--- src/rtl/shr_pkg.sv ---
package shr_pkg;
  typedef enum logic [2:0] {
    SH_LSL  = 3'd0,
    SH_LSR  = 3'd1,
    SH_ASR  = 3'd2,
    SH_ROL  = 3'd3,
    SH_ROR  = 3'd4,
    SH_RCL  = 3'd5,
    SH_RCR  = 3'd6,
    SH_PASS = 3'd7
  } shr_op_e;
endpackage

--- src/rtl/shr_barrel_rs.sv ---
// Logarithmic right shifter: one mux stage per amount bit.
module shr_barrel_rs #(
  parameter int DW = 8,
  parameter int SW = 3
) (
  input  logic [DW-1:0] din,
  input  logic [SW-1:0] amt,
  output logic [DW-1:0] dout
);
  logic [DW-1:0] stage [0:SW];

  assign stage[0] = din;

  for (genvar s = 0; s < SW; s++) begin : g_stage
    assign stage[s+1] = amt[s] ? (stage[s] >> (2 ** s)) : stage[s];
  end

  assign dout = stage[SW];
endmodule

--- src/rtl/shr_linear_shift.sv ---
// Right shift with a programmable fill bit and a guard bit that
// catches the last bit leaving the bottom end.
module shr_linear_shift #(
  parameter int N  = 16,
  parameter int CW = 5
) (
  input  logic [N-1:0]  din,
  input  logic          fill,
  input  logic [CW-1:0] amt,      // already clamped to at most N+1
  output logic [N-1:0]  dout,
  output logic          last_out
);
  localparam int DW = 2 * N + 2;
  localparam int SW = $clog2(DW);

  logic [DW-1:0] wide;
  logic [DW-1:0] shifted;
  logic [SW-1:0] amt_x;

  assign wide  = {{(N+1){fill}}, din, 1'b0};
  assign amt_x = SW'(amt);

  shr_barrel_rs #(.DW(DW), .SW(SW)) u_bar (
    .din  (wide),
    .amt  (amt_x),
    .dout (shifted)
  );

  assign dout     = shifted[N:1];
  assign last_out = shifted[0];
endmodule

--- src/rtl/shr_ring_rotate.sv ---
// Rotates an R-bit ring in either direction; the count is reduced modulo R.
module shr_ring_rotate #(
  parameter int R  = 16,
  parameter int CW = 5
) (
  input  logic [R-1:0]  din,
  input  logic [CW-1:0] amt,
  input  logic          left,
  output logic [R-1:0]  dout
);
  localparam int DW = 2 * R;
  localparam int SW = $clog2(DW);

  int            red;
  logic [SW-1:0] ramt;
  logic [DW-1:0] shifted;

  always_comb begin
    red = int'(amt) % R;
    if (left && red != 0) red = R - red;
    ramt = SW'(red);
  end

  shr_barrel_rs #(.DW(DW), .SW(SW)) u_bar (
    .din  ({din, din}),
    .amt  (ramt),
    .dout (shifted)
  );

  assign dout = shifted[R-1:0];
endmodule

--- src/rtl/shr_unit.sv ---
module shr_unit #(
  parameter int WIDTH = 16,
  parameter int CNT_W = $clog2(WIDTH + 2)
) (
  input  logic [WIDTH-1:0] opnd_i,
  input  logic             carry_i,
  input  logic [2:0]       op_i,
  input  logic [CNT_W-1:0] count_i,
  output logic [WIDTH-1:0] res_o,
  output logic             carry_o
);
  import shr_pkg::*;

  localparam logic [CNT_W-1:0] LIN_MAX = CNT_W'(WIDTH + 1);

  function automatic logic [WIDTH-1:0] bit_rev(input logic [WIDTH-1:0] v);
    logic [WIDTH-1:0] r;
    for (int i = 0; i < WIDTH; i++) r[i] = v[WIDTH-1-i];
    return r;
  endfunction

  shr_op_e          op;
  logic             go_left;
  logic             lin_fill;
  logic [CNT_W-1:0] lin_amt;
  logic [WIDTH-1:0] lin_in, lin_res, lin_out;
  logic             lin_co;
  logic [WIDTH-1:0] rot_res;
  logic [WIDTH:0]   rcx_res;

  assign op       = shr_op_e'(op_i);
  assign go_left  = (op == SH_LSL);
  assign lin_fill = (op == SH_ASR) ? opnd_i[WIDTH-1] : 1'b0;
  assign lin_amt  = (count_i > LIN_MAX) ? LIN_MAX : count_i;
  assign lin_in   = go_left ? bit_rev(opnd_i) : opnd_i;
  assign lin_out  = go_left ? bit_rev(lin_res) : lin_res;

  shr_linear_shift #(.N(WIDTH), .CW(CNT_W)) u_lin (
    .din      (lin_in),
    .fill     (lin_fill),
    .amt      (lin_amt),
    .dout     (lin_res),
    .last_out (lin_co)
  );

  shr_ring_rotate #(.R(WIDTH), .CW(CNT_W)) u_rot (
    .din  (opnd_i),
    .amt  (count_i),
    .left (op == SH_ROL),
    .dout (rot_res)
  );

  shr_ring_rotate #(.R(WIDTH + 1), .CW(CNT_W)) u_rcx (
    .din  ({carry_i, opnd_i}),
    .amt  (count_i),
    .left (op == SH_RCL),
    .dout (rcx_res)
  );

  always_comb begin
    res_o   = opnd_i;
    carry_o = carry_i;
    if (count_i != '0) begin
      case (op)
        SH_LSL, SH_LSR, SH_ASR: begin
          res_o   = lin_out;
          carry_o = lin_co;
        end
        SH_ROL: begin
          res_o   = rot_res;
          carry_o = rot_res[0];
        end
        SH_ROR: begin
          res_o   = rot_res;
          carry_o = rot_res[WIDTH-1];
        end
        SH_RCL, SH_RCR: begin
          res_o   = rcx_res[WIDTH-1:0];
          carry_o = rcx_res[WIDTH];
        end
        default: begin
          res_o   = opnd_i;
          carry_o = carry_i;
        end
      endcase
    end
  end
endmodule

--- config.mk ---
export PLATFORM = sky130hd
export DESIGN_NAME = shr_unit
export DESIGN_NICKNAME = d
export VERILOG_FILES = /design/src/rtl/shr_pkg.sv /design/src/rtl/shr_barrel_rs.sv /design/src/rtl/shr_linear_shift.sv /design/src/rtl/shr_ring_rotate.sv /design/src/rtl/shr_unit.sv
export SDC_FILE = /design/constraint.sdc
export NUM_CORES = 1
export LEC_CHECK = 0
export ABC_CLOCK_PERIOD_IN_PS = 6500
export BUFFER_PORTS_ARGS = -buffer_cell sky130_fd_sc_hd__buf_2
export CAP_MARGIN = 15
export CORE_UTILIZATION = 50
export DETAILED_ROUTE_END_ITERATION = 8
export PLACE_DENSITY = 0.79
export SYNTH_ARGS = -nofsm -noshare
export SYNTH_HDL_FRONTEND = slang
export SYNTH_HIERARCHICAL = 1
export SYNTH_SLANG_ARGS = --single-unit
--- constraint.sdc ---
create_clock -name vclk -period 6.5
set_clock_uncertainty 0.1 [all_clocks]
set_input_delay 0.975 -clock vclk [all_inputs]
set_output_delay 0.975 -clock vclk [all_outputs]
set_load 0.01 [all_outputs]
## Word-level counts from Yosys, hierarchy flattened

Index checks and enable logic that the tools add are counted.

| storage, ports and cells | value |
|---|---|
| output and inout bits | 17 |
| word-level logic and storage cells | 45 |
| register bits after elaboration | 0 |
| input port bits | 25 |

| cells by class | value |
|---|---|
| magnitude comparators | 1 |
| div/mod/pow operators | 1 |
| reduce and logical (&&, ||, !) cells | 9 |
| add/subtract/negate cells | 2 |
| mux-type cells | 26 |
| equal/unequal tests | 6 |

Operators by type and width:

| kind | number |
|---|---|
| $mux 34 | 8 |
| $mux 32 | 4 |
| $mux 16 | 4 |
| $reduce_bool 32->1 | 2 |
| $pmux 16 s3 | 1 |
| $mux 17 | 2 |
| $mux 33 | 1 |
| $mod 6x6->32 const B | 1 |
| $mux 5 | 2 |
| $eq 3x3->1 const B | 3 |
| $eq 3x2->1 const B | 2 |
| $mux 6 | 1 |
| $sub 6x6->6 const A | 1 |
| $gt 5x5->1 const B | 1 |
| $reduce_bool 5->1 | 1 |
| $sub 5x4->5 const A | 1 |
| $pmux 1 s4 | 1 |
| $reduce_or 2->1 | 2 |
| $eq 3x1->1 const B | 1 |
| $logic_not 3->1 | 1 |
| $reduce_or 3->1 | 1 |
| $logic_and 1x1->1 | 2 |
| $mux 1 | 2 |

## Longest topological paths before layout

Gate-level depths: netlist (run 1).

| logic depth | value |
|---|---|
| word-level depth | 12 |
| gate-level depth with buffers | 22 |
| mapped depth without buffers | 18 |

## Modules after synthesis

Netlist (run 1), hierarchy kept.

Modules (own cells, without submodules):

| module | cells each | sequential area each (um^2) | times used | area each (um^2) |
|---|---|---|---|---|
| shr_barrel_rs at u_lin.u_bar ... | 244 | 0.0 | 2 | 1,981.9 |
| shr_barrel_rs at u_rot.u_bar | 192 | 0.0 | 1 | 1,778.0 |
| shr_unit | 166 | 0.0 | 1 | 1,301.2 |
| shr_ring_rotate at u_rcx | 44 | 0.0 | 1 | 339.1 |
| shr_ring_rotate at u_rot | 15 | 0.0 | 1 | 112.6 |
| shr_linear_shift | 1 | 0.0 | 1 | 3.8 |

## Least setup slack after synthesis (run 1)

OpenSTA, ideal clock, no wires.

| timing | value |
|---|---|
| path type | in2out |
| from | in op_i[2] |
| to | out res_o[13] |
| arrival time | 6,006 ps |
| path slack | -581 ps |
| stages | 12 |
| buffers on the path | 2 |
| path through | nand2b_1 buf_2 buf_2 nor3b_1 mux2i_1 mux4_2 a21oi_1 a221o_1 mux2i_1 o22ai_1 a221oi_2 a21oi_1 |

| between the ends | value |
|---|---|
| elaborated cells between the ends (all ways) | 35 |

RTL lines:

| item | RTL line | text |
|---|---|---|
| start: declaration | shr_unit.sv:7 | `input logic [2:0] op_i,` |
| $eq 3x2->1 | shr_unit.sv:33 | `assign lin_fill = (op == SH_ASR) ? opnd_i[WIDTH-1] : 1'b0;` |
| $mux 1 | shr_unit.sv:33 |  |
| named net lin_fill | shr_unit.sv:24 | `logic lin_fill;` |
| $mux 34 (3 in series) | shr_barrel_rs.sv:15 | `assign stage[s+1] = amt[s] ? (stage[s] >> (2 ** s)) : stage[s];` |
| $mux 33 | shr_barrel_rs.sv:15 |  |
| $mux 17 | shr_barrel_rs.sv:15 |  |
| named net lin_res[2] | shr_unit.sv:26 | `logic [WIDTH-1:0] lin_in, lin_res, lin_out;` |
| $mux 16 | shr_unit.sv:36 | `assign lin_out = go_left ? bit_rev(lin_res) : lin_res;` |
| $pmux 16 s3 | shr_unit.sv:64 | `case (op)` |
| $mux 16 | shr_unit.sv:63 | `if (count_i != '0) begin` |
| end: declaration | shr_unit.sv:9 | `output logic [WIDTH-1:0] res_o,` |

The timed path passes the listed nets, and every way through them passes these cells.

==> flow_summary.html, run 1 <==
<table>
<tr><th>Metric</th><th>Value</th></tr>
<tr><th colspan="2">Global route</th></tr>
<tr><td>Global route overflow</td><td>0</td></tr>
<tr><td>Wire length of the first global-routing pass</td><td>37000 um</td></tr>
<tr><td>Vias in the first global route</td><td>6674</td></tr>
<tr><td>Antenna violations before repair</td><td>0</td></tr>
<tr><td>GRT Overall Usage</td><td>32.1%</td></tr>
<tr><td>Pin count of the biggest net entering global routing</td><td>51</td></tr>
<tr><th colspan="2">Timing</th></tr>
<tr><td>Crit path time final</td><td>6.17 ns</td></tr>
<tr><td>Final Hold Vio Count</td><td>0</td></tr>
<tr><td>Period utilisation layout</td><td>94.9%</td></tr>
<tr><td>Worst-Margin Slew</td><td>0.851 ns</td></tr>
<tr><td>Hold slack final</td><td>2.31 ns</td></tr>
<tr><td>Maximum clock frequency</td><td>0.162 GHz</td></tr>
<tr><td>Max-slew violation count</td><td>0</td></tr>
<tr><td>Setup_tns</td><td>0 ns</td></tr>
<tr><td>Relative slew slack</td><td>43.2%</td></tr>
<tr><td>Setup repair after global routing missed its margin</td><td>false</td></tr>
<tr><td>Final-report setup violation count</td><td>0</td></tr>
<tr><th colspan="2">Final layout</th></tr>
<tr><td>CLK BUF</td><td>0</td></tr>
<tr><td>Fill count</td><td>1322</td></tr>
<tr><td>P&amp;R area growth vs syn</td><td>0.970%</td></tr>
<tr><td>Sequential cell area</td><td>0 um2</td></tr>
<tr><td>Final Instance Count excl. Fillers</td><td>1002</td></tr>
<tr><td>Count of nets after finishing</td><td>853</td></tr>
<tr><td>Sequential cell count</td><td>0</td></tr>
<tr><td>Antenna diode instance count</td><td>0</td></tr>
<tr><td>Proportion of layout cells with a drive suffix above 1</td><td>31.0%</td></tr>
<tr><th colspan="2">Worst hold path</th></tr>
<tr><td>Critical hold path startpoint</td><td>carry_i</td></tr>
<tr><td>Number of cells traversed by the worst hold path</td><td>4</td></tr>
<tr><td>Endpoint of the worst hold path</td><td>carry_o</td></tr>
<tr><td>Worst Hold Class</td><td>input port to output pin</td></tr>
<tr><th colspan="2">Placed design</th></tr>
<tr><td>Global placer's final weighted congestion</td><td>1.04</td></tr>
<tr><td>Cell total after placement</td><td>1002</td></tr>
<tr><td>Number of buffers inserted by port buffering</td><td>42</td></tr>
<tr><td>Half-perimeter wire length of the detailed placement result</td><td>17400 um</td></tr>
<tr><th colspan="2">Drt</th></tr>
<tr><td>Detailed-route via count</td><td>7323</td></tr>
<tr><td>1st-pass router iterations</td><td>6</td></tr>
<tr><td>Remaining antenna violation count after routing</td><td>0</td></tr>
<tr><td>Detail-routed via count per cell</td><td>7.31</td></tr>
<tr><td>Number of design rule violations left after detail routing</td><td>0</td></tr>
<tr><td>Routed length per placed instance</td><td>23.7 um</td></tr>
<tr><td>Total length of routed wires</td><td>23800 um</td></tr>
<tr><td>Initial detailed-routing violation count</td><td>1450</td></tr>
<tr><th colspan="2">Logic synthesis</th></tr>
<tr><td>Number of instances in the synthesized netlist</td><td>830</td></tr>
<tr><td>Number of warnings reported in the yosys synthesis log</td><td>6</td></tr>
<tr><td>Cell Area, Synth</td><td>7090 um2</td></tr>
<tr><td>Average cell area after synthesis</td><td>8.55 um2</td></tr>
<tr><th colspan="2">Power and ir drop</th></tr>
<tr><td>Worst supply voltage drop on vdd</td><td>47.2 uV</td></tr>
<tr><td>Total design power</td><td>0.828 mW</td></tr>
<tr><td>Static leakage power</td><td>2.71 nW</td></tr>
<tr><td>Power per cell area</td><td>116 nW/um2</td></tr>
<tr><th colspan="2">CTS</th></tr>
<tr><td>Resize count post-CTS</td><td>0</td></tr>
<tr><td>Post-CTS setup buffers</td><td>0</td></tr>
<tr><td>Post-CTS Hold Fix Bufs</td><td>0</td></tr>
<tr><th colspan="2">Run status</th></tr>
<tr><td>Result of the run</td><td>complete, no violations</td></tr>
<tr><th colspan="2">Floorplan</th></tr>
<tr><td>Initial Utilization</td><td>51.1%</td></tr>
<tr><td>Die Span X</td><td>121 um</td></tr>
<tr><td>Die height</td><td>121 um</td></tr>
<tr><td>DIE AREA</td><td>14700 um2</td></tr>
<tr><td>Core area</td><td>13900 um2</td></tr>
<tr><td>Total number of placement rows</td><td>43</td></tr>
<tr><td>Number of top-level design ports</td><td>42</td></tr>
<tr><th colspan="2">Setup path</th></tr>
<tr><td>Arrival time of data at the critical path endpoint</td><td>5.09 ns</td></tr>
<tr><td>Crit path capture type</td><td>output pin</td></tr>
<tr><td>Start point of the critical path</td><td>count_i[0]</td></tr>
<tr><td>Critical Path RT</td><td>5.42 ns</td></tr>
<tr><td>Path type of the worst setup path</td><td>input port to output pin</td></tr>
<tr><td>CP max FO</td><td>50</td></tr>
<tr><td>CP Launch Type</td><td>input port</td></tr>
<tr><th colspan="2">Run</th></tr>
<tr><td>Max-cap check violation count</td><td>0</td></tr>
</table>
power by group:
part / leakage [nW] / switching, mW / total (mW) / internal, mW
clock network: 0 / 0 / 0 / 0
logic: 2.71 / 0.481 / 0.828 / 0.347
registers: 0 / 0 / 0 / 0
total: 2.71 / 0.481 / 0.828 / 0.347
worst max-delay path, stage by stage:
cell and delay, ns:
sky130_fd_sc_hd__buf_2 0.09, sky130_fd_sc_hd__buf_4 0.55, sky130_fd_sc_hd__inv_1 0.10, sky130_fd_sc_hd__ha_1 0.26
sky130_fd_sc_hd__nand2b_1 0.18, sky130_fd_sc_hd__xnor2_2 0.62, sky130_fd_sc_hd__buf_4 0.31, sky130_fd_sc_hd__buf_4 0.23
sky130_fd_sc_hd__mux4_2 0.33, sky130_fd_sc_hd__mux2_2 0.29, sky130_fd_sc_hd__nand2_1 0.06, sky130_fd_sc_hd__o21ai_0 0.22
sky130_fd_sc_hd__mux2i_1 0.21, sky130_fd_sc_hd__o22ai_1 0.11, sky130_fd_sc_hd__a221oi_1 0.26, sky130_fd_sc_hd__a21oi_1 0.11
sky130_fd_sc_hd__buf_2 0.15
worst max path at each step:
| stage | slack, ns | end | cells after the start |
|---|---|---|---|
| 2_1_floorplan | 0.82 | res_o[7] | 13 |
| 5_1_grt | 0.06 | res_o[15] | 17 |
| 6_report | 0.33 | res_o[15] | 17 |
| 3_3_place_gp | 0.45 | res_o[15] | 17 |
| 4_1_cts | 0.42 | res_o[15] | 17 |
| 3_5_place_dp | 0.43 | res_o[15] | 17 |
per-layer routing:
layer / GRT usage, % / part of all wire (%) / vias up
li1: - / - / 3267
met3: 6.53 / 12 / 87
met5: 0 / 0 / -
met2: 49.5 / 44 / 569
met4: 9.49 / 3.4 / 0
met1: 44.9 / 41 / 3400
layout by cell type (no fill, tap or decap), drive strengths merged, types with 14 or more instances in the layout:
cell type / count
o22ai: 47
mux2: 78
mux2i: 106
a21oi: 41
nor2b: 14
a221oi: 19
nand2: 55
a22oi: 18
buf: 73
mux4: 53
o21ai: 27
inv: 19
nor2: 76
nor3: 17
nand2b: 21
layout make-up:
| cell class | instances | area [um2] | area share, % |
|---|---|---|---|
| repair buffers | 73 | 455 | 6.36 |
| inverters | 19 | 71.3 | 0.996 |
| well taps | 180 | 225 | 3.14 |
| multi-input cells | 730 | 6410 | 89.5 |
through the flow:
stage	area [um2]	worst slack, ns	util, %
finish	7160	0.331	51.6
global route	7160	0.0605	51.6
CTS	7160	0.420	51.6
detailed placement	7160	0.430	51.6
global placement	7160	0.448	51.6
floorplan	7120	0.818	-
Power figures use the tool's default switching activity.
==> run 2, diff against run 1 <==
--- a/config.mk
+++ b/config.mk
@@ -6,11 +6,11 @@
 export NUM_CORES = 1
 export LEC_CHECK = 0
 export ABC_CLOCK_PERIOD_IN_PS = 6500
-export BUFFER_PORTS_ARGS = -buffer_cell sky130_fd_sc_hd__buf_2
 export CAP_MARGIN = 15
-export CORE_UTILIZATION = 50
+export CORE_UTILIZATION = 40
 export DETAILED_ROUTE_END_ITERATION = 8
-export PLACE_DENSITY = 0.79
+export DONT_BUFFER_PORTS = 1
+export PLACE_DENSITY = 0.65
 export SYNTH_ARGS = -nofsm -noshare
 export SYNTH_HDL_FRONTEND = slang
 export SYNTH_HIERARCHICAL = 1
==> run 2 against run 1 <==
Compared with the run above:
- first-iteration DRC count decreased by 38%
- core utilization decreased by 11 points
- sequential cell count unchanged
- cell area decreased by 1.9%
- non-clock buffer count decreased by 41
- setup slack improved by 0.030 ns
- cell count increased by 0.40%
- die area increased by 25%
- critical endpoint unchanged
- largest power group unchanged
==> flow_summary.html, run 2 (same netlist as run 1, synthesis figures left out) <==
<table>
<tr><th>Metric</th><th>Value</th></tr>
<tr><th colspan="2">Global route</th></tr>
<tr><td>Wire length of the first global-routing pass</td><td>35600 um (-3.5%)</td></tr>
<tr><td>Vias in the first global route</td><td>6136 (-8.1%)</td></tr>
<tr><td>Antenna violations before repair</td><td>0 (unchanged)</td></tr>
<tr><td>Global route overflow</td><td>0 (unchanged)</td></tr>
<tr><td>Pin count of the biggest net entering global routing</td><td>52 (+2.0%)</td></tr>
<tr><td>GRT Overall Usage</td><td>24.4% (-7.7 points)</td></tr>
<tr><th colspan="2">CTS</th></tr>
<tr><td>Post-CTS Hold Fix Bufs</td><td>0 (unchanged)</td></tr>
<tr><td>Post-CTS setup buffers</td><td>0 (unchanged)</td></tr>
<tr><td>Resize count post-CTS</td><td>0 (unchanged)</td></tr>
<tr><th colspan="2">Placed design</th></tr>
<tr><td>Half-perimeter wire length of the detailed placement result</td><td>17100 um (-1.4%)</td></tr>
<tr><td>Global placer's final weighted congestion</td><td>0.997 (-3.8%)</td></tr>
<tr><td>Number of buffers inserted by port buffering</td><td>0 (-100%)</td></tr>
<tr><td>Dpl ws</td><td>0.442 ns (+0.0122 ns)</td></tr>
<tr><td>Cell area after placement</td><td>7030 um2 (-1.9%)</td></tr>
<tr><th colspan="2">Run status</th></tr>
<tr><td>Result of the run</td><td>complete, no violations</td></tr>
<tr><th colspan="2">Timing</th></tr>
<tr><td>Crit path time final</td><td>6.14 ns (-0.0298 ns)</td></tr>
<tr><td>Setup_tns</td><td>0 ns (unchanged)</td></tr>
<tr><td>Max-slew violation count</td><td>0 (unchanged)</td></tr>
<tr><td>Maximum clock frequency</td><td>0.163 GHz (+0.49%)</td></tr>
<tr><td>Period utilisation layout</td><td>94.5% (-0.46 points)</td></tr>
<tr><td>Setup repair after global routing missed its margin</td><td>false</td></tr>
<tr><td>Final Hold Vio Count</td><td>0 (unchanged)</td></tr>
<tr><td>Relative slew slack</td><td>21.7% (-21 points)</td></tr>
<tr><td>Final-report setup violation count</td><td>0 (unchanged)</td></tr>
<tr><td>Setup ws final</td><td>0.360 ns (+0.0298 ns)</td></tr>
<tr><td>Worst-Margin Slew</td><td>1.17 ns (+0.316 ns)</td></tr>
<tr><th colspan="2">Final layout</th></tr>
<tr><td>Fill count</td><td>1754 (+33%)</td></tr>
<tr><td>Antenna diode instance count</td><td>0 (unchanged)</td></tr>
<tr><td>Multi-input logic area</td><td>6410 um2 (unchanged)</td></tr>
<tr><td>Sequential cell count</td><td>0 (unchanged)</td></tr>
<tr><td>Most common cell after layout, fill and taps aside</td><td>sky130_fd_sc_hd__mux2i_1</td></tr>
<tr><td>Final instance area</td><td>7030 um2 (-1.9%)</td></tr>
<tr><td>Commonest cells after routing, fill and taps aside</td><td>sky130_fd_sc_hd__mux2i_1 (101), sky130_fd_sc_hd__nor2_1 (76), sky130_fd_sc_hd__mux2_2 (67)</td></tr>
<tr><td>P&amp;R area growth vs syn</td><td>-0.917%</td></tr>
<tr><td>CLK BUF</td><td>0 (unchanged)</td></tr>
<tr><td>Proportion of layout cells with a drive suffix above 1</td><td>27.4% (-3.6 points)</td></tr>
<tr><td>Count of nets after finishing</td><td>812 (-4.8%)</td></tr>
<tr><td>Sequential cell area</td><td>0 um2 (unchanged)</td></tr>
<tr><th colspan="2">Floorplan</th></tr>
<tr><td>Die Span X</td><td>135 um (+12%)</td></tr>
<tr><td>Initial Utilization</td><td>41.0% (-10 points)</td></tr>
<tr><td>DIE AREA</td><td>18300 um2 (+25%)</td></tr>
<tr><td>Number of top-level design ports</td><td>42 (unchanged)</td></tr>
<tr><td>Total number of placement rows</td><td>48 (+12%)</td></tr>
<tr><td>Die height</td><td>135 um (+12%)</td></tr>
<tr><td>Core area</td><td>17300 um2 (+25%)</td></tr>
<tr><th colspan="2">Setup path</th></tr>
<tr><td>Critical Path RT</td><td>5.42 ns (about the same)</td></tr>
<tr><td>Path type of the worst setup path</td><td>input port to output pin</td></tr>
<tr><td>Crit path capture type</td><td>output pin</td></tr>
<tr><td>Arrival time of data at the critical path endpoint</td><td>5.06 ns (-0.03 ns)</td></tr>
<tr><td>CP Launch Type</td><td>input port</td></tr>
<tr><td>CP max FO</td><td>16 (-68%)</td></tr>
<tr><th colspan="2">Power and ir drop</th></tr>
<tr><td>Net switching power</td><td>0.419 mW (-13%)</td></tr>
<tr><td>Total design power</td><td>0.763 mW (-7.9%)</td></tr>
<tr><td>Share of power burned in registers</td><td>0% (unchanged)</td></tr>
<tr><td>Power per cell area</td><td>108 nW/um2 (-6.1%)</td></tr>
<tr><td>Static leakage power</td><td>2.54 nW (-6.1%)</td></tr>
<tr><td>Share of power burned in the clock network</td><td>0% (unchanged)</td></tr>
<tr><td>Switching Fraction</td><td>55.0% (-3.1 points)</td></tr>
<tr><td>Power share of the combinational group</td><td>100.0% (about the same)</td></tr>
<tr><td>Worst supply voltage drop on vdd</td><td>51.1 uV (+8.1%)</td></tr>
<tr><td>Internal power</td><td>0.343 mW (-1.0%)</td></tr>
<tr><th colspan="2">Drt</th></tr>
<tr><td>Remaining antenna violation count after routing</td><td>0 (unchanged)</td></tr>
<tr><td>1st-pass router iterations</td><td>6 (unchanged)</td></tr>
<tr><td>Detailed-route via count</td><td>6942 (-5.2%)</td></tr>
<tr><td>Initial detailed-routing violation count</td><td>901 (-38%)</td></tr>
<tr><td>Detail-routed via count per cell</td><td>6.90 (-5.6%)</td></tr>
<tr><td>Number of design rule violations left after detail routing</td><td>0 (unchanged)</td></tr>
<tr><td>Total length of routed wires</td><td>23000 um (-3.4%)</td></tr>
<tr><td>Routed length per placed instance</td><td>22.9 um (-3.7%)</td></tr>
<tr><th colspan="2">Worst hold path</th></tr>
<tr><td>Endpoint of the worst hold path</td><td>res_o[5]</td></tr>
<tr><td>Worst Hold Class</td><td>input port to output pin</td></tr>
<tr><td>Critical hold path startpoint</td><td>opnd_i[5]</td></tr>
<tr><td>Number of cells traversed by the worst hold path</td><td>2 (-2)</td></tr>
<tr><th colspan="2">Run</th></tr>
<tr><td>Max-cap check violation count</td><td>0 (unchanged)</td></tr>
</table>
run 2: power by group through the flow:
| stage | clock network [mW] | logic [mW] | registers (mW) |
|---|---|---|---|
| after detailed placement | 0 | 0.740 | 0 |
| after CTS | 0 | 0.743 | 0 |
| after global routing | 0 | 0.809 | 0 |
| after global placement | 0 | 0.742 | 0 |
| final | 0 | 0.763 | 0 |
| after floorplan | 0 | 0.622 | 0 |
run 2: per-layer routing:
layer  up-vias  global-route usage, %  part of all wire [%]
li1       3181                      -                     -
met1      3320                   35.4                    44
met2       407                   39.9                    46
met3        34                   1.83                   8.5
met4         0                   3.75                   1.7
met5         -                      0                     0
run 2: worst max-delay path, cell delays in order:
cell and delay [ns]:
sky130_fd_sc_hd__inv_1 0.10, sky130_fd_sc_hd__ha_1 0.20, sky130_fd_sc_hd__nand2_1 0.09, sky130_fd_sc_hd__ha_1 0.33, sky130_fd_sc_hd__or3_1 0.35, sky130_fd_sc_hd__o22ai_1 0.17, sky130_fd_sc_hd__o22ai_2 0.12, sky130_fd_sc_hd__o311ai_1 0.27
sky130_fd_sc_hd__o21ai_1 0.43, sky130_fd_sc_hd__inv_2 0.31, sky130_fd_sc_hd__buf_12 0.20, sky130_fd_sc_hd__mux4_2 0.52, sky130_fd_sc_hd__nor2_1 0.13, sky130_fd_sc_hd__a2111oi_0 0.08, sky130_fd_sc_hd__a21o_1 0.18, sky130_fd_sc_hd__a221oi_1 0.31
sky130_fd_sc_hd__a21oi_1 0.11, sky130_fd_sc_hd__buf_4 0.16
run 2: stage by stage:
stage	cells	utilization, %	hold slack, ns
6_report	1006	40.6	2.00
2_1_floorplan	836	-	2.00
5_1_grt	1006	40.6	2.01
3_5_place_dp	1006	40.6	2.01
4_1_cts	1006	40.6	2.00
3_3_place_gp	1006	40.6	2.00
run 2: area by class of cell:
| class | instances | area share, % |
|---|---|---|
| inverters | 19 | 1.01 |
| repair buffers | 32 | 3.77 |
| well taps | 225 | 4.00 |
| multi-input cells | 730 | 91.2 |
run 2: how the worst max path moves through the flow:
| stage | from | endpoint | slack [ns] | cells after the start |
|---|---|---|---|---|
| after detailed placement | count_i[1] | res_o[15] | 0.44 | 18 |
| after CTS | count_i[1] | res_o[15] | 0.41 | 18 |
| after floorplan | op_i[2] | res_o[7] | 0.82 | 13 |
| after global placement | count_i[1] | res_o[15] | 0.45 | 18 |
| final | count_i[1] | res_o[15] | 0.36 | 18 |
| after global routing | count_i[1] | res_o[15] | 0.11 | 18 |
==> run 3, diff against run 2 <==
--- a/config.mk
+++ b/config.mk
@@ -11,6 +11,7 @@
 export DETAILED_ROUTE_END_ITERATION = 8
 export DONT_BUFFER_PORTS = 1
 export PLACE_DENSITY = 0.65
+export RECOVER_POWER = 100
 export SYNTH_ARGS = -nofsm -noshare
 export SYNTH_HDL_FRONTEND = slang
 export SYNTH_HIERARCHICAL = 1
==> run 3 against run 2 <==
Compared with the run above:
- non-clock buffer count did not move
- first-iteration DRC count up 7.8%
- cell area decreased by 0.84%
- critical path depth down 1
- sequential share of layout area unchanged
- critical path type unchanged
- clock-buffer cell count is the same
- worst hold slack is essentially flat
- routed wire length is 0.36% higher
- global-route usage unchanged
==> flow_summary.html, run 3 (same netlist as run 1, synthesis figures left out) <==
<table>
<tr><th>Metric</th><th>Value</th></tr>
<tr><th colspan="2">Timing</th></tr>
<tr><td>Final-report setup violation count</td><td>0 (unchanged)</td></tr>
<tr><td>Worst-Margin Slew</td><td>1.15 ns (-0.0152 ns)</td></tr>
<tr><td>Crit path time final</td><td>6.22 ns (+0.0779 ns)</td></tr>
<tr><td>Hold slack final</td><td>2.00 ns (-0.000250 ns)</td></tr>
<tr><td>Relative slew slack</td><td>22.7% (+1.0 points)</td></tr>
<tr><td>Setup_tns</td><td>0 ns (unchanged)</td></tr>
<tr><td>Maximum clock frequency</td><td>0.161 GHz (-1.3%)</td></tr>
<tr><td>Max-slew violation count</td><td>0 (unchanged)</td></tr>
<tr><td>Period utilisation layout</td><td>95.7% (+1.2 points)</td></tr>
<tr><td>Setup ws final</td><td>0.282 ns (-0.0779 ns)</td></tr>
<tr><td>Final Hold Vio Count</td><td>0 (unchanged)</td></tr>
<tr><td>Setup repair after global routing missed its margin</td><td>false</td></tr>
<tr><th colspan="2">Power and ir drop</th></tr>
<tr><td>Worst supply voltage drop on vdd</td><td>50.5 uV (-1.1%)</td></tr>
<tr><td>Static leakage power</td><td>2.50 nW (-1.4%)</td></tr>
<tr><td>Share of power burned in the clock network</td><td>0% (unchanged)</td></tr>
<tr><td>Power per cell area</td><td>108 nW/um2 (-0.42%)</td></tr>
<tr><td>Switching Fraction</td><td>55.3% (+0.29 points)</td></tr>
<tr><td>Net switching power</td><td>0.416 mW (-0.73%)</td></tr>
<tr><td>Share of power burned in registers</td><td>0% (unchanged)</td></tr>
<tr><td>Power share of the combinational group</td><td>100.0% (about the same)</td></tr>
<tr><td>Total design power</td><td>0.753 mW (-1.3%)</td></tr>
<tr><td>Internal power</td><td>0.337 mW (-1.9%)</td></tr>
<tr><th colspan="2">Run</th></tr>
<tr><td>Max-cap check violation count</td><td>0 (unchanged)</td></tr>
<tr><th colspan="2">Drt</th></tr>
<tr><td>Initial detailed-routing violation count</td><td>971 (+7.8%)</td></tr>
<tr><td>Total length of routed wires</td><td>23100 um (+0.36%)</td></tr>
<tr><td>Detailed-route via count</td><td>6936 (-0.086%)</td></tr>
<tr><td>Routed length per placed instance</td><td>22.9 um (+0.36%)</td></tr>
<tr><td>Detail-routed via count per cell</td><td>6.89 (about the same)</td></tr>
<tr><td>Number of design rule violations left after detail routing</td><td>0 (unchanged)</td></tr>
<tr><td>Remaining antenna violation count after routing</td><td>0 (unchanged)</td></tr>
<tr><td>1st-pass router iterations</td><td>5 (-1)</td></tr>
<tr><th colspan="2">Worst hold path</th></tr>
<tr><td>Worst Hold Class</td><td>input port to output pin</td></tr>
<tr><th colspan="2">Setup path</th></tr>
<tr><td>Crit path capture type</td><td>output pin</td></tr>
<tr><td>Worst-path cell chain</td><td>inv_1 &gt; ha_1 &gt; nand2_1 &gt; ha_1 &gt; or3_1 &gt; o22ai_1 &gt; o22ai_1 &gt; o311ai_1 &gt; o21ai_1 &gt; inv_2 &gt; buf_12 &gt; mux4_2 &gt; nor2_1 &gt; a21oi_1 &gt; o221a_2 &gt; a221oi_1 &gt; a21oi_1</td></tr>
<tr><td>CP Launch Type</td><td>input port</td></tr>
<tr><td>Slowest stage delay, CP</td><td>0.51 ns (about the same)</td></tr>
<tr><td>CP max FO</td><td>16 (unchanged)</td></tr>
<tr><td>Start point of the critical path</td><td>count_i[1]</td></tr>
<tr><td>Slowest library cell on the worst path</td><td>sky130_fd_sc_hd__mux4_2</td></tr>
<tr><td>Path type of the worst setup path</td><td>input port to output pin</td></tr>
<tr><td>Critical Path RT</td><td>5.42 ns (about the same)</td></tr>
<tr><td>Arrival time of data at the critical path endpoint</td><td>5.14 ns (+0.08 ns)</td></tr>
<tr><td>Capturing element of the worst setup path</td><td>res_o[7]</td></tr>
<tr><th colspan="2">Final layout</th></tr>
<tr><td>Count of nets after finishing</td><td>812 (unchanged)</td></tr>
<tr><td>Final Instance Count excl. Fillers</td><td>1006 (unchanged)</td></tr>
<tr><td>Utilization of the core after routing</td><td>40.3% (-0.34 points)</td></tr>
<tr><td>Most common cell after layout, fill and taps aside</td><td>sky130_fd_sc_hd__mux2i_1</td></tr>
<tr><td>Sequential cell area</td><td>0 um2 (unchanged)</td></tr>
<tr><td>Antenna diode instance count</td><td>0 (unchanged)</td></tr>
<tr><td>Sequential cell count</td><td>0 (unchanged)</td></tr>
<tr><td>Commonest cells after routing, fill and taps aside</td><td>sky130_fd_sc_hd__mux2i_1 (101), sky130_fd_sc_hd__nor2_1 (76), sky130_fd_sc_hd__mux2_2 (66)</td></tr>
<tr><td>P&amp;R area growth vs syn</td><td>-1.75%</td></tr>
<tr><td>Final instance area</td><td>6970 um2 (-0.84%)</td></tr>
<tr><td>CLK BUF</td><td>0 (unchanged)</td></tr>
<tr><td>Proportion of layout cells with a drive suffix above 1</td><td>25.9% (-1.5 points)</td></tr>
<tr><th colspan="2">Placed design</th></tr>
<tr><td>Dpl ws</td><td>0.442 ns (unchanged)</td></tr>
<tr><td>Global placer's final weighted congestion</td><td>0.997 (unchanged)</td></tr>
<tr><td>Half-perimeter wire length of the detailed placement result</td><td>17100 um (unchanged)</td></tr>
<tr><td>Number of buffers inserted by port buffering</td><td>0 (unchanged)</td></tr>
<tr><td>Cell total after placement</td><td>1006 (unchanged)</td></tr>
<tr><td>Cell area after placement</td><td>7030 um2 (unchanged)</td></tr>
<tr><th colspan="2">Floorplan</th></tr>
<tr><td>DIE AREA</td><td>18300 um2 (unchanged)</td></tr>
<tr><td>Total number of placement rows</td><td>48 (unchanged)</td></tr>
<tr><td>Initial Utilization</td><td>41.0% (unchanged)</td></tr>
<tr><td>Number of top-level design ports</td><td>42 (unchanged)</td></tr>
<tr><td>Core area</td><td>17300 um2 (unchanged)</td></tr>
<tr><td>Die Span X</td><td>135 um (unchanged)</td></tr>
<tr><td>Die height</td><td>135 um (unchanged)</td></tr>
<tr><th colspan="2">Global route</th></tr>
<tr><td>Global route overflow</td><td>0 (unchanged)</td></tr>
<tr><td>Pin count of the biggest net entering global routing</td><td>52 (unchanged)</td></tr>
<tr><td>GRT Overall Usage</td><td>24.4% (unchanged)</td></tr>
<tr><td>Vias in the first global route</td><td>6136 (unchanged)</td></tr>
<tr><td>Wire length of the first global-routing pass</td><td>35600 um (unchanged)</td></tr>
<tr><td>Antenna violations before repair</td><td>0 (unchanged)</td></tr>
<tr><th colspan="2">Run status</th></tr>
<tr><td>Result of the run</td><td>complete, no violations</td></tr>
<tr><th colspan="2">CTS</th></tr>
<tr><td>Post-CTS setup buffers</td><td>0 (unchanged)</td></tr>
<tr><td>Resize count post-CTS</td><td>0 (unchanged)</td></tr>
<tr><td>Post-CTS Hold Fix Bufs</td><td>0 (unchanged)</td></tr>
</table>
==> run 3: cell type report <==
cell class | instances | area [um2]
well taps | 225 | 282
repair buffers | 32 | 250
fillers | 1766 | 10300
multi-input cells | 730 | 6370
inverters | 19 | 71.3
==> run 3: how the worst min path moves through the flow <==
stage          endpoint  startpoint  slack, ns  depth (start not counted)
2_1_floorplan   carry_o     carry_i       2.00                          2
3_3_place_gp   res_o[4]   opnd_i[4]       2.00                          2
3_5_place_dp   res_o[5]   opnd_i[5]       2.01                          2
4_1_cts        res_o[5]   opnd_i[5]       2.00                          2
5_1_grt        res_o[5]   opnd_i[5]       2.01                          2
6_report       res_o[4]   opnd_i[4]       2.00                          2
==> run 3: layer usage <==
layer  vias to the layer above  wire (um)  global-route usage (%)
met5                         -          0                       0
met4                         0        403                    3.75
met3                        43       1930                    1.83
met2                       410      10700                    39.9
met1                      3301      10100                    35.4
li1                       3182          -                       -
==> run 3: critical path, delay by kind of cell <==
kind	cells	cell delay [ns]
simple gates	3	0.57
fa+ha+maj	2	0.53
buf+inv	3	0.61
mux	1	0.51
compound gates	8	1.92
==> run 3: power by group through the flow <==
stage          combinational [mW]  sequential (mW)  clock, mW
2_1_floorplan               0.622                0          0
3_3_place_gp                0.742                0          0
3_5_place_dp                0.740                0          0
4_1_cts                     0.743                0          0
5_1_grt                     0.798                0          0
6_report                    0.753                0          0
